## src/rtl/acc_alu_pkg.sv

```systemverilog
package acc_alu_pkg;

    localparam int OP_W   = 5;
    localparam int FLAG_W = 8;

    // flag word bit positions (fixed: read by neighbouring logic)
    localparam int FB_S  = 7;
    localparam int FB_Z  = 6;
    localparam int FB_AC = 4;
    localparam int FB_P  = 2;
    localparam int FB_CY = 0;

    localparam logic [FLAG_W-1:0] FLAG_RST = 8'h02;

    typedef enum logic [OP_W-1:0] {
        OP_ADD = 5'd0,
        OP_ADC = 5'd1,
        OP_SUB = 5'd2,
        OP_SBB = 5'd3,
        OP_CMP = 5'd4,
        OP_AND = 5'd5,
        OP_OR  = 5'd6,
        OP_XOR = 5'd7,
        OP_RLC = 5'd8,
        OP_RRC = 5'd9,
        OP_RAL = 5'd10,
        OP_RAR = 5'd11,
        OP_CMA = 5'd12,
        OP_CMC = 5'd13,
        OP_STC = 5'd14,
        OP_INR = 5'd15,
        OP_DCR = 5'd16,
        OP_DAA = 5'd17
    } alu_op_e;

endpackage

```

## src/rtl/acc_alu_addsub.sv

```systemverilog
module acc_alu_addsub #(
    parameter int DW = 8
) (
    input  logic [DW-1:0] a_i,
    input  logic [DW-1:0] b_i,
    input  logic          cin_i,
    input  logic          sub_i,
    output logic [DW-1:0] res_o,
    output logic          co_o,
    output logic          hco_o
);
    localparam int HW = DW / 2;

    logic [DW:0] full_d;
    logic [HW:0] half_d;

    always_comb begin
        if (sub_i) begin
            full_d = {1'b0, a_i} - {1'b0, b_i} - (DW+1)'(cin_i);
            half_d = {1'b0, a_i[HW-1:0]} - {1'b0, b_i[HW-1:0]} - (HW+1)'(cin_i);
        end else begin
            full_d = {1'b0, a_i} + {1'b0, b_i} + (DW+1)'(cin_i);
            half_d = {1'b0, a_i[HW-1:0]} + {1'b0, b_i[HW-1:0]} + (HW+1)'(cin_i);
        end
        res_o = full_d[DW-1:0];
        co_o  = full_d[DW];
        hco_o = half_d[HW];
    end
endmodule

```

## src/rtl/acc_alu_bitops.sv

```systemverilog
module acc_alu_bitops
    import acc_alu_pkg::*;
#(
    parameter int DW = 8
) (
    input  alu_op_e       op_i,
    input  logic [DW-1:0] a_i,
    input  logic [DW-1:0] b_i,
    input  logic          cy_i,
    output logic [DW-1:0] res_o,
    output logic          cy_o
);
    always_comb begin
        res_o = a_i;
        cy_o  = cy_i;
        case (op_i)
            OP_AND: begin res_o = a_i & b_i; cy_o = 1'b0; end
            OP_OR:  begin res_o = a_i | b_i; cy_o = 1'b0; end
            OP_XOR: begin res_o = a_i ^ b_i; cy_o = 1'b0; end
            OP_RLC: begin res_o = {a_i[DW-2:0], a_i[DW-1]}; cy_o = a_i[DW-1]; end
            OP_RRC: begin res_o = {a_i[0], a_i[DW-1:1]};    cy_o = a_i[0];    end
            OP_RAL: begin res_o = {a_i[DW-2:0], cy_i};      cy_o = a_i[DW-1]; end
            OP_RAR: begin res_o = {cy_i, a_i[DW-1:1]};      cy_o = a_i[0];    end
            OP_CMA: begin res_o = ~a_i; end
            default: begin res_o = a_i; cy_o = cy_i; end
        endcase
    end
endmodule

```

## src/rtl/acc_alu_decadj.sv

```systemverilog
module acc_alu_decadj #(
    parameter int DW = 8
) (
    input  logic [DW-1:0] a_i,
    input  logic          ac_i,
    input  logic          cy_i,
    output logic [DW-1:0] res_o,
    output logic          ac_o,
    output logic          cy_o
);
    localparam int HW = DW / 2;
    localparam logic [HW-1:0] DIGIT_MAX = HW'(9);
    localparam logic [DW:0]   FIX_LO    = (DW+1)'(6);
    localparam logic [DW-1:0] FIX_HI    = DW'(6) << HW;

    logic          lo_fix, hi_fix;
    logic [HW:0]   nib_sum;
    logic [DW:0]   step1;
    logic [DW-1:0] step2;

    always_comb begin
        lo_fix  = (a_i[HW-1:0] > DIGIT_MAX) || ac_i;
        nib_sum = {1'b0, a_i[HW-1:0]} + FIX_LO[HW:0];
        step1   = {1'b0, a_i} + (lo_fix ? FIX_LO : '0);
        hi_fix  = (step1[DW-1:HW] > DIGIT_MAX) || cy_i || step1[DW];
        step2   = step1[DW-1:0] + (hi_fix ? FIX_HI : '0);
        res_o   = step2;
        ac_o    = lo_fix && nib_sum[HW];
        cy_o    = cy_i || hi_fix;
    end
endmodule

```

## src/rtl/acc_alu.sv

```systemverilog
module acc_alu
    import acc_alu_pkg::*;
#(
    parameter int DW = 8
) (
    input  logic              clk,
    input  logic              rst_n,
    input  logic              issue_i,
    input  logic [OP_W-1:0]   op_i,
    input  logic [DW-1:0]     acc_i,
    input  logic [DW-1:0]     opnd_i,
    output logic [DW-1:0]     res_o,
    output logic              acc_we_o,
    output logic [FLAG_W-1:0] flags_o
);
    typedef struct packed {
        logic [DW-1:0]     res;
        logic              we;
        logic [FLAG_W-1:0] flags;
    } alu_state_t;

    alu_state_t st_d, st_q;
    alu_op_e    op;

    logic [DW-1:0] as_b, as_res, bo_res, da_res;
    logic          as_cin, as_sub, as_co, as_hco, bo_cy, da_ac, da_cy;

    assign op = alu_op_e'(op_i);

    always_comb begin
        as_b   = (op == OP_INR || op == OP_DCR) ? DW'(1) : opnd_i;
        as_cin = (op == OP_ADC || op == OP_SBB) ? st_q.flags[FB_CY] : 1'b0;
        as_sub = (op == OP_SUB || op == OP_SBB || op == OP_CMP || op == OP_DCR);
    end

    acc_alu_addsub #(.DW(DW)) u_addsub (
        .a_i(acc_i), .b_i(as_b), .cin_i(as_cin), .sub_i(as_sub),
        .res_o(as_res), .co_o(as_co), .hco_o(as_hco)
    );

    acc_alu_bitops #(.DW(DW)) u_bitops (
        .op_i(op), .a_i(acc_i), .b_i(opnd_i), .cy_i(st_q.flags[FB_CY]),
        .res_o(bo_res), .cy_o(bo_cy)
    );

    acc_alu_decadj #(.DW(DW)) u_decadj (
        .a_i(acc_i), .ac_i(st_q.flags[FB_AC]), .cy_i(st_q.flags[FB_CY]),
        .res_o(da_res), .ac_o(da_ac), .cy_o(da_cy)
    );

    function automatic logic [FLAG_W-1:0] put_szp(input logic [FLAG_W-1:0] f,
                                                  input logic [DW-1:0] r);
        logic [FLAG_W-1:0] o;
        o       = f;
        o[FB_S] = r[DW-1];
        o[FB_Z] = (r == '0);
        o[FB_P] = ~^r;
        return o;
    endfunction

    always_comb begin
        st_d    = st_q;
        st_d.we = 1'b0;
        if (issue_i) begin
            st_d.res = acc_i;
            case (op)
                OP_ADD, OP_ADC, OP_SUB, OP_SBB, OP_CMP: begin
                    st_d.res             = as_res;
                    st_d.we              = (op != OP_CMP);
                    st_d.flags           = put_szp(st_q.flags, as_res);
                    st_d.flags[FB_AC]    = as_hco;
                    st_d.flags[FB_CY]    = as_co;
                end
                OP_INR, OP_DCR: begin
                    st_d.res             = as_res;
                    st_d.we              = 1'b1;
                    st_d.flags           = put_szp(st_q.flags, as_res);
                    st_d.flags[FB_AC]    = as_hco;
                end
                OP_AND, OP_OR, OP_XOR: begin
                    st_d.res             = bo_res;
                    st_d.we              = 1'b1;
                    st_d.flags           = put_szp(st_q.flags, bo_res);
                    st_d.flags[FB_AC]    = (op == OP_AND);
                    st_d.flags[FB_CY]    = bo_cy;
                end
                OP_RLC, OP_RRC, OP_RAL, OP_RAR: begin
                    st_d.res             = bo_res;
                    st_d.we              = 1'b1;
                    st_d.flags[FB_CY]    = bo_cy;
                end
                OP_CMA: begin
                    st_d.res             = bo_res;
                    st_d.we              = 1'b1;
                end
                OP_CMC: st_d.flags[FB_CY] = ~st_q.flags[FB_CY];
                OP_STC: st_d.flags[FB_CY] = 1'b1;
                OP_DAA: begin
                    st_d.res             = da_res;
                    st_d.we              = 1'b1;
                    st_d.flags           = put_szp(st_q.flags, da_res);
                    st_d.flags[FB_AC]    = da_ac;
                    st_d.flags[FB_CY]    = da_cy;
                end
                default: ;
            endcase
        end
    end

    always_ff @(posedge clk or negedge rst_n) begin
        if (!rst_n) begin
            st_q.res   <= '0;
            st_q.we    <= 1'b0;
            st_q.flags <= FLAG_RST;
        end else begin
            st_q <= st_d;
        end
    end

    assign res_o    = st_q.res;
    assign acc_we_o = st_q.we;
    assign flags_o  = st_q.flags;

    // compare never requests a write-back
    a_r4_cmp_no_write: assert property (@(posedge clk) disable iff (!rst_n)
        (issue_i && op_i == OP_CMP) |=> !acc_we_o);

    // logical operations clear carry
    a_r6_logic_clears_cy: assert property (@(posedge clk) disable iff (!rst_n)
        (issue_i && (op_i == OP_AND || op_i == OP_OR || op_i == OP_XOR)) |=> !flags_o[FB_CY]);

    // complementing the accumulator leaves the flag word intact
    a_r8_cma_flags_kept: assert property (@(posedge clk) disable iff (!rst_n)
        (issue_i && op_i == OP_CMA) |=> $stable(flags_o));

    // set-carry leaves carry at 1 and writes nothing
    a_r9_stc_sets_cy: assert property (@(posedge clk) disable iff (!rst_n)
        (issue_i && op_i == OP_STC) |=> (flags_o[FB_CY] && !acc_we_o));

    // increment and decrement keep carry
    a_r10_incdec_keeps_cy: assert property (@(posedge clk) disable iff (!rst_n)
        (issue_i && (op_i == OP_INR || op_i == OP_DCR)) |=> $stable(flags_o[FB_CY]));

    // idle cycle holds state and drops the write-enable
    a_r12_idle_holds: assert property (@(posedge clk) disable iff (!rst_n)
        !issue_i |=> (!acc_we_o && $stable(flags_o) && $stable(res_o)));
endmodule

```

## config.mk

```make
export PLATFORM = sky130hd
export DESIGN_NAME = acc_alu
export DESIGN_NICKNAME = d
export VERILOG_FILES = /design/src/rtl/acc_alu_pkg.sv /design/src/rtl/acc_alu_addsub.sv /design/src/rtl/acc_alu_bitops.sv /design/src/rtl/acc_alu_decadj.sv /design/src/rtl/acc_alu.sv
export SDC_FILE = /design/constraint.sdc
export NUM_CORES = 1
export LEC_CHECK = 0
export BUFFER_PORTS_ARGS = -buffer_cell sky130_fd_sc_hd__buf_2
export CORE_MARGIN = 5
export CORE_UTILIZATION = 61
export CTS_CLUSTER_SIZE = 28
export DETAILED_ROUTE_END_ITERATION = 7
export GPL_ROUTABILITY_DRIVEN = 0
export PLACE_DENSITY_LB_ADDON = 0.25
export SYNTH_ARGS = -nofsm -noshare
export SYNTH_HDL_FRONTEND = slang
export SYNTH_SLANG_ARGS = --single-unit
export TNS_END_PERCENT = 10
```

## constraint.sdc

```tcl
create_clock -name clk -period 4.2 [get_ports clk]
set_input_delay 0.21 -clock clk [delete_from_list [all_inputs] [get_ports clk]]
set_output_delay 0.21 -clock clk [all_outputs]
set_load 0.01 [all_outputs]
```

* Word-level counts from Yosys, hierarchy flattened
Cells that the tools add are included.
Word-level totals: register bits after elaboration 14, input bits 24, output and inout port bits 17, logic and storage cells 82
Operators by class: $add $sub $neg 11, magnitude comparators 2, eq/ne operators 19, multiplexer cells 12, bitwise logic cells 5, reductions and logical operators 29
Operators by type and width (number):
- one-hot mux 8 bit (8 select lines) | 1
- == test 5 x 4 -> 1 bit (second input constant) | 8
- one-hot mux 9 bit (4 select lines) | 1
- zero test 8 bit | 3
- XNOR reduction 8 bit | 3
- one-hot mux 7 bit (3 select lines) | 1
- == test 5 x 3 -> 1 bit (second input constant) | 4
- 2-to-1 mux 9 bit | 2
- OR reduction 7 bit | 2
- == test 5 x 2 -> 1 bit (second input constant) | 2
- == test 5 bit (second input constant) | 2
- adder 8 x 8 -> 9 bit | 1
- adder 8 x 9 -> 9 bit | 1
- adder 9 x 1 -> 9 bit | 1
- logical OR 1 bit | 9
- subtractor 8 x 8 -> 9 bit | 1
- subtractor 9 x 1 -> 9 bit | 1
- adder 8 bit | 1
- AND 8 bit | 1
- greater-than comparator 4 bit (second input constant) | 2
- 2-to-1 mux 8 bit | 1
- inverter 8 bit | 1
- OR 8 bit | 1
- OR reduction 8 bit | 1
- other kinds (25) | 27

* Depth between registers and ports, before layout
depth in word-level cells 12, gate-level depth with buffers 22, mapped depth without buffers 20

* Cells and area by module
From an unflattened synthesis, not the netlist that was laid out.
Unflattened totals: cells, all modules 479, area total of the unflattened synthesis 3699.8 µm²
By module, submodules not included:
- acc_alu | instances 1, cells an instance 198, area an instance 1590.3 µm², sequential area each 350.3 µm²
- acc_alu_addsub | instances 1, cells an instance 124, area an instance 927.1 µm², sequential area each 0.0 µm²
- acc_alu_bitops | instances 1, cells an instance 122, area an instance 914.6 µm², sequential area each 0.0 µm²
- acc_alu_decadj | instances 1, cells an instance 35, area an instance 267.8 µm², sequential area each 0.0 µm²

* Worst setup path after synthesis
OpenSTA, ideal clock, no wires.
path kind input -> register, start point in op_i[2], end point reg st_q (netlist bit flags_o[2]), library setup time 0.130 ns, arrival 3.726 ns, data required time 4.070 ns, path slack 0.344 ns, stages on the path 21, path buffers 2, cell sequence buf_4 -> buf_2 -> nand2_1 -> nor3_1 -> a31oi_1 -> nand2_1 -> fa_1 -> ha_1 -> nor2_1 -> fa_1 -> a21boi_0 -> o22ai_1 -> xor2_1 -> nand2_1 -> o21ai_0 -> ha_1 -> xnor2_1 -> xnor2_1 -> o32ai_1 -> a21oi_1 -> o21ai_0
Between the ends: cells in the longest elaborated chain, start to end 8, elaborated cells between the ends (all ways) 36, classes of those cells add/sub: 4; eq/ne: 15; mux: 5; reduce/logical: 12
RTL lines:
- from (decl) | line acc_alu.sv:9 | input logic [OP_W-1:0] op_i,
- == test 5 x 4 -> 1 bit or == test 5 bit (tied branches) | line acc_alu.sv:31, acc_alu.sv:66, acc_alu.sv:33
- logical OR 1 bit | line acc_alu.sv:31 | as_b = (op == OP_INR || op == OP_DCR) ? DW'(1) : opnd_i;
- 2-to-1 mux 8 bit | line acc_alu.sv:31
- adder 8 x 8 -> 9 bit or subtractor 8 x 8 -> 9 bit (tied branches) | line acc_alu_addsub.sv:22, acc_alu_addsub.sv:19
- adder 9 x 1 -> 9 bit or subtractor 9 x 1 -> 9 bit (tied branches) | line acc_alu_addsub.sv:22, acc_alu_addsub.sv:19
- 2-to-1 mux 9 bit | line acc_alu_addsub.sv:18 | if (sub_i) begin
- XNOR reduction 8 bit | line acc_alu.sv:57 | o[FB_P] = ~^r;
- one-hot mux 7 bit (3 select lines) | line acc_alu.sv:66 | case (op)
- to (signal assigned) | line acc_alu.sv:116 | st_q <= st_d;
- to (decl) | line acc_alu.sv:22 | alu_state_t st_d, st_q;
Parallel ways exist; a longest one is shown, timed or not. The select of a mux whose other input is x is not followed. A chain may end at the register's enable or synchronous reset.

* Final worst setup path
start point reg st_q (netlist bit flags_o[4]), end point reg st_q (netlist bit flags_o[2])
Between the ends: cells in the longest elaborated chain, start to end 10
RTL lines:
- logical OR 1 bit * | line acc_alu_decadj.sv:22 | lo_fix = (a_i[HW-1:0] > DIGIT_MAX) || ac_i;
- 2-to-1 mux 3 bit * | line acc_alu_decadj.sv:24 | step1 = {1'b0, a_i} + (lo_fix ? FIX_LO : '0);
- adder 8 x 9 -> 9 bit * | line acc_alu_decadj.sv:24
- greater-than comparator 4 bit | line acc_alu_decadj.sv:25 | hi_fix = (step1[DW-1:HW] > DIGIT_MAX) || cy_i || step1[DW];
- logical OR 1 bit (2 in series) | line acc_alu_decadj.sv:25
- 2-to-1 mux 7 bit | line acc_alu_decadj.sv:26 | step2 = step1[DW-1:0] + (hi_fix ? FIX_HI : '0);
- adder 8 bit * | line acc_alu_decadj.sv:26
- XNOR reduction 8 bit * | line acc_alu.sv:57
- one-hot mux 7 bit (3 select lines) * | line acc_alu.sv:66
Mark *: on every way between the ends. The rest lies on a longest branch, timed or not. The select of a mux whose other input is x is not followed.

==> reports/metrics.yaml <==
status: "completed"
intPower_mw: 0.538
hpwl_mm: 7.81
vias: 3392
critPathTopFamily: "adder cells"
synth_edf_count: 0
finalSetupViolations: 0
combPwrFrac_pct: 68.9
holdCritPathClass: "primary input to asynchronous set/reset pin"
netlist_top_cells_count: "ha_1 (52), inv_1 (41), nand2_1 (35), o21ai_0 (33), nor2_1 (28)"
netlist_instances: 428
io_pins: 41
grt_first_pass_wirelength_mm: 15.8
cts_tree: "done"
criticalPathCategory: "flop to flop"
antenna_found_initial: 0
slowest_delay_ps: 420
area_growth_pct: 10.1
startpoint_type: "flop"
avgSynthCellArea_um2: 7.76
start_util_pct: 63.8
gr-total-overflow: 0
drt_iter0_drc: 329
power.leakage_nw: 1.72
cp.required_ps: 4370
fmax_ghz: 0.244
final_util_pct: 70.3
ys_ff_latch: 14
drv_cap: 0
die_h_um: 83.8
fin_setup_tns_ps: 0
ys_top_cells_by_area: "ha_1 (20%), dfrtp_1 (11%), xnor2_1 (5.8%)"
worstReg2RegStart: "flags_o[4]$_DFFE_PN0P_"
relSlewSlack_pct: 59.0
synth_top_area_share_pct: 19.6
synthArstFlopShare_pct: 100
report.final.slew_viol_count: 0
cpMostUsedCell: "xnor2_1"
totalWireLength_mm: 9.73
diodes: 0
drcViolationCount: 0
pwr_density_cell_nw_per_um2: 269
fin_nets: 542
final.min_clock_period_ps: 4110
clk_pin_slew_ps: 60
worstMarginPinSlew_ps: 611
nFillCells: 428
cp_num_buf_inv: 0
yosysUniqueCellTypes: 74
dieArea_um2: 7020
crit_chain: "nand2b_1, ha_1, fa_1, and3_2, xnor2_1, nor2_1, a221oi_4, ha_1, fa_1, xnor2_1, xnor2_2, ha_1, xnor2_1, xnor2_1, a21oi_1, o21ai_0"
io_buffers: 37
ys_seq_area_share_pct: 10.5
swShare_pct: 45.3
drive_gt1_share_pct: 17.6
htree_levels: 1
p_sw_mw: 0.446
clock_path_buffers: 2
rows: 26
vias_per_cell: 6.41
synth_most_common_cell: "ha_1"
slowest_stage: "fa_1"
finalHoldViolations: 0
finClkSkew_ps: 1.90
endpoint_kind: "flop"
first_pass_iters: 5
power_frac_seq_pct: 17.8
worst_ep_arrival_time_ps: 4280
grt_pass1_vias: 3199
cts_root_buf: "clkbuf_8"
synth_area_um2: 3320
grt_start_max_net_pins: 35
wl_per_cell_um: 18.4
power_mw: 0.985
ys_warn_count: 0
fin_crit_sh_pct: 97.8
crit_fanout: 3
fp.coreArea_um2: 5200
cts_made_buffers: 3
ant_nets: 0
cts.sinks: 14
clockPowerShare_pct: 13.2
synth.largest_area_cell: "ha_1"
startpoint: "flags_o[4]$_DFFE_PN0P_"
cts_setup_buffers: 0
chipWidth_um: 83.8
ir_worst_vdd_uv: 202
synth_ff_type: "dfrtp_1"
clk_latency_ps: 250
grt_usage_pct: 27.3
[layer usage]
layer / track usage (%) / up-vias / routed length (um)
li1: - / 1577 / -
met1: 36.7 / 1598 / 4060
met2: 44.0 / 194 / 4490
met3: 4.44 / 23 / 940
met4: 9.80 / 0 / 241
met5: 0 / - / 0
[state kept, by name, summed over array words and instances (netlist names)]
register	count
flags_o	5
acc_we_o	1
res_o	8
[what timing repair did]
| action | in CTS | in global routing |
|---|---|---|
| hold buffers | 1 | 0 |
| gates resized for setup | 0 | 6 |
| setup endpoints to repair | 0 | 1 |
| endpoints found under the hold margin | 14 | 0 |
[final cells by class]
| class | instances | area, um2 | share of cell area (%) |
|---|---|---|---|
| multi-input combinational | 344 | 2690 | 73.5 |
| sequential | 14 | 350 | 9.58 |
| timing repair buffer | 54 | 315 | 8.62 |
| inverter | 43 | 161 | 4.41 |
| tap | 70 | 87.6 | 2.39 |
| clock buffer | 4 | 55.1 | 1.51 |
[cell families (layout without fill, tap and decap cells)]
| kind of cell | Yosys count | count (layout) | share of synthesized area [%] |
|---|---|---|---|
| AO/OA/AOI/OAI | 132 | 132 | 27.7 |
| XOR/XNOR | 28 | 28 | 7.61 |
| adder cells (fa/ha/maj) | 58 | 58 | 23.2 |
| buffers and inverters | 71 | 101 | 9.98 |
| flip-flops | 14 | 14 | 10.5 |
| multiplexers | 9 | 9 | 2.90 |
| other | 2 | 3 | 0.226 |
| AND/OR/NAND/NOR | 114 | 114 | 17.9 |
[through the flow]
| stage | cells | hold slack (ps) | cell area, um2 | setup WS (ps) |
|---|---|---|---|---|
| finish | 529 | 378 | 3660 | 94.5 |
| global placement | 524 | 107 | 3550 | 112 |
| detailed placement | 524 | 112 | 3550 | -25.4 |
| global route | 529 | 408 | 3660 | -32.9 |
| floorplan | 429 | -85.6 | 3330 | 344 |
| CTS | 529 | 381 | 3610 | 141 |
[placed cells by master, fill, tap and decap left out, types with 13 or more instances in the layout]
cell type	n
nand2_1	35
nor2_1	28
nand2b_1	13
a21oi_1	22
dfrtp_1	14
ha_1	52
buf_4	16
o21ai_0	33
buf_2	37
xnor2_1	21
inv_1	41
[final timing paths]
path                                                to  slack, ps  cells past startpoint
max in group asynchronous       flags_o[7]$_DFFE_PN0P_       3590                      2
worst min register to register  flags_o[6]$_DFFE_PN0P_        480                      2
min in group clk                    acc_we_o$_DFF_PN0_        400                      2
worst max-delay path            flags_o[2]$_DFFE_PN0P_         90                     16
worst max register to register  flags_o[2]$_DFFE_PN0P_         90                     16
worst min-delay path                acc_we_o$_DFF_PN0_        380                      2
[power groups by stage]
stage / clock (mW) / sequential [mW] / combinational (mW)
after global placement: 0 / 0.177 / 0.635
after floorplan: 0 / 0.188 / 0.477
after detailed placement: 0 / 0.178 / 0.652
after global routing: 0.135 / 0.179 / 0.743
final: 0.130 / 0.176 / 0.678
after CTS: 0.130 / 0.176 / 0.656
No activity file was read; power rests on OpenSTA's default activity.
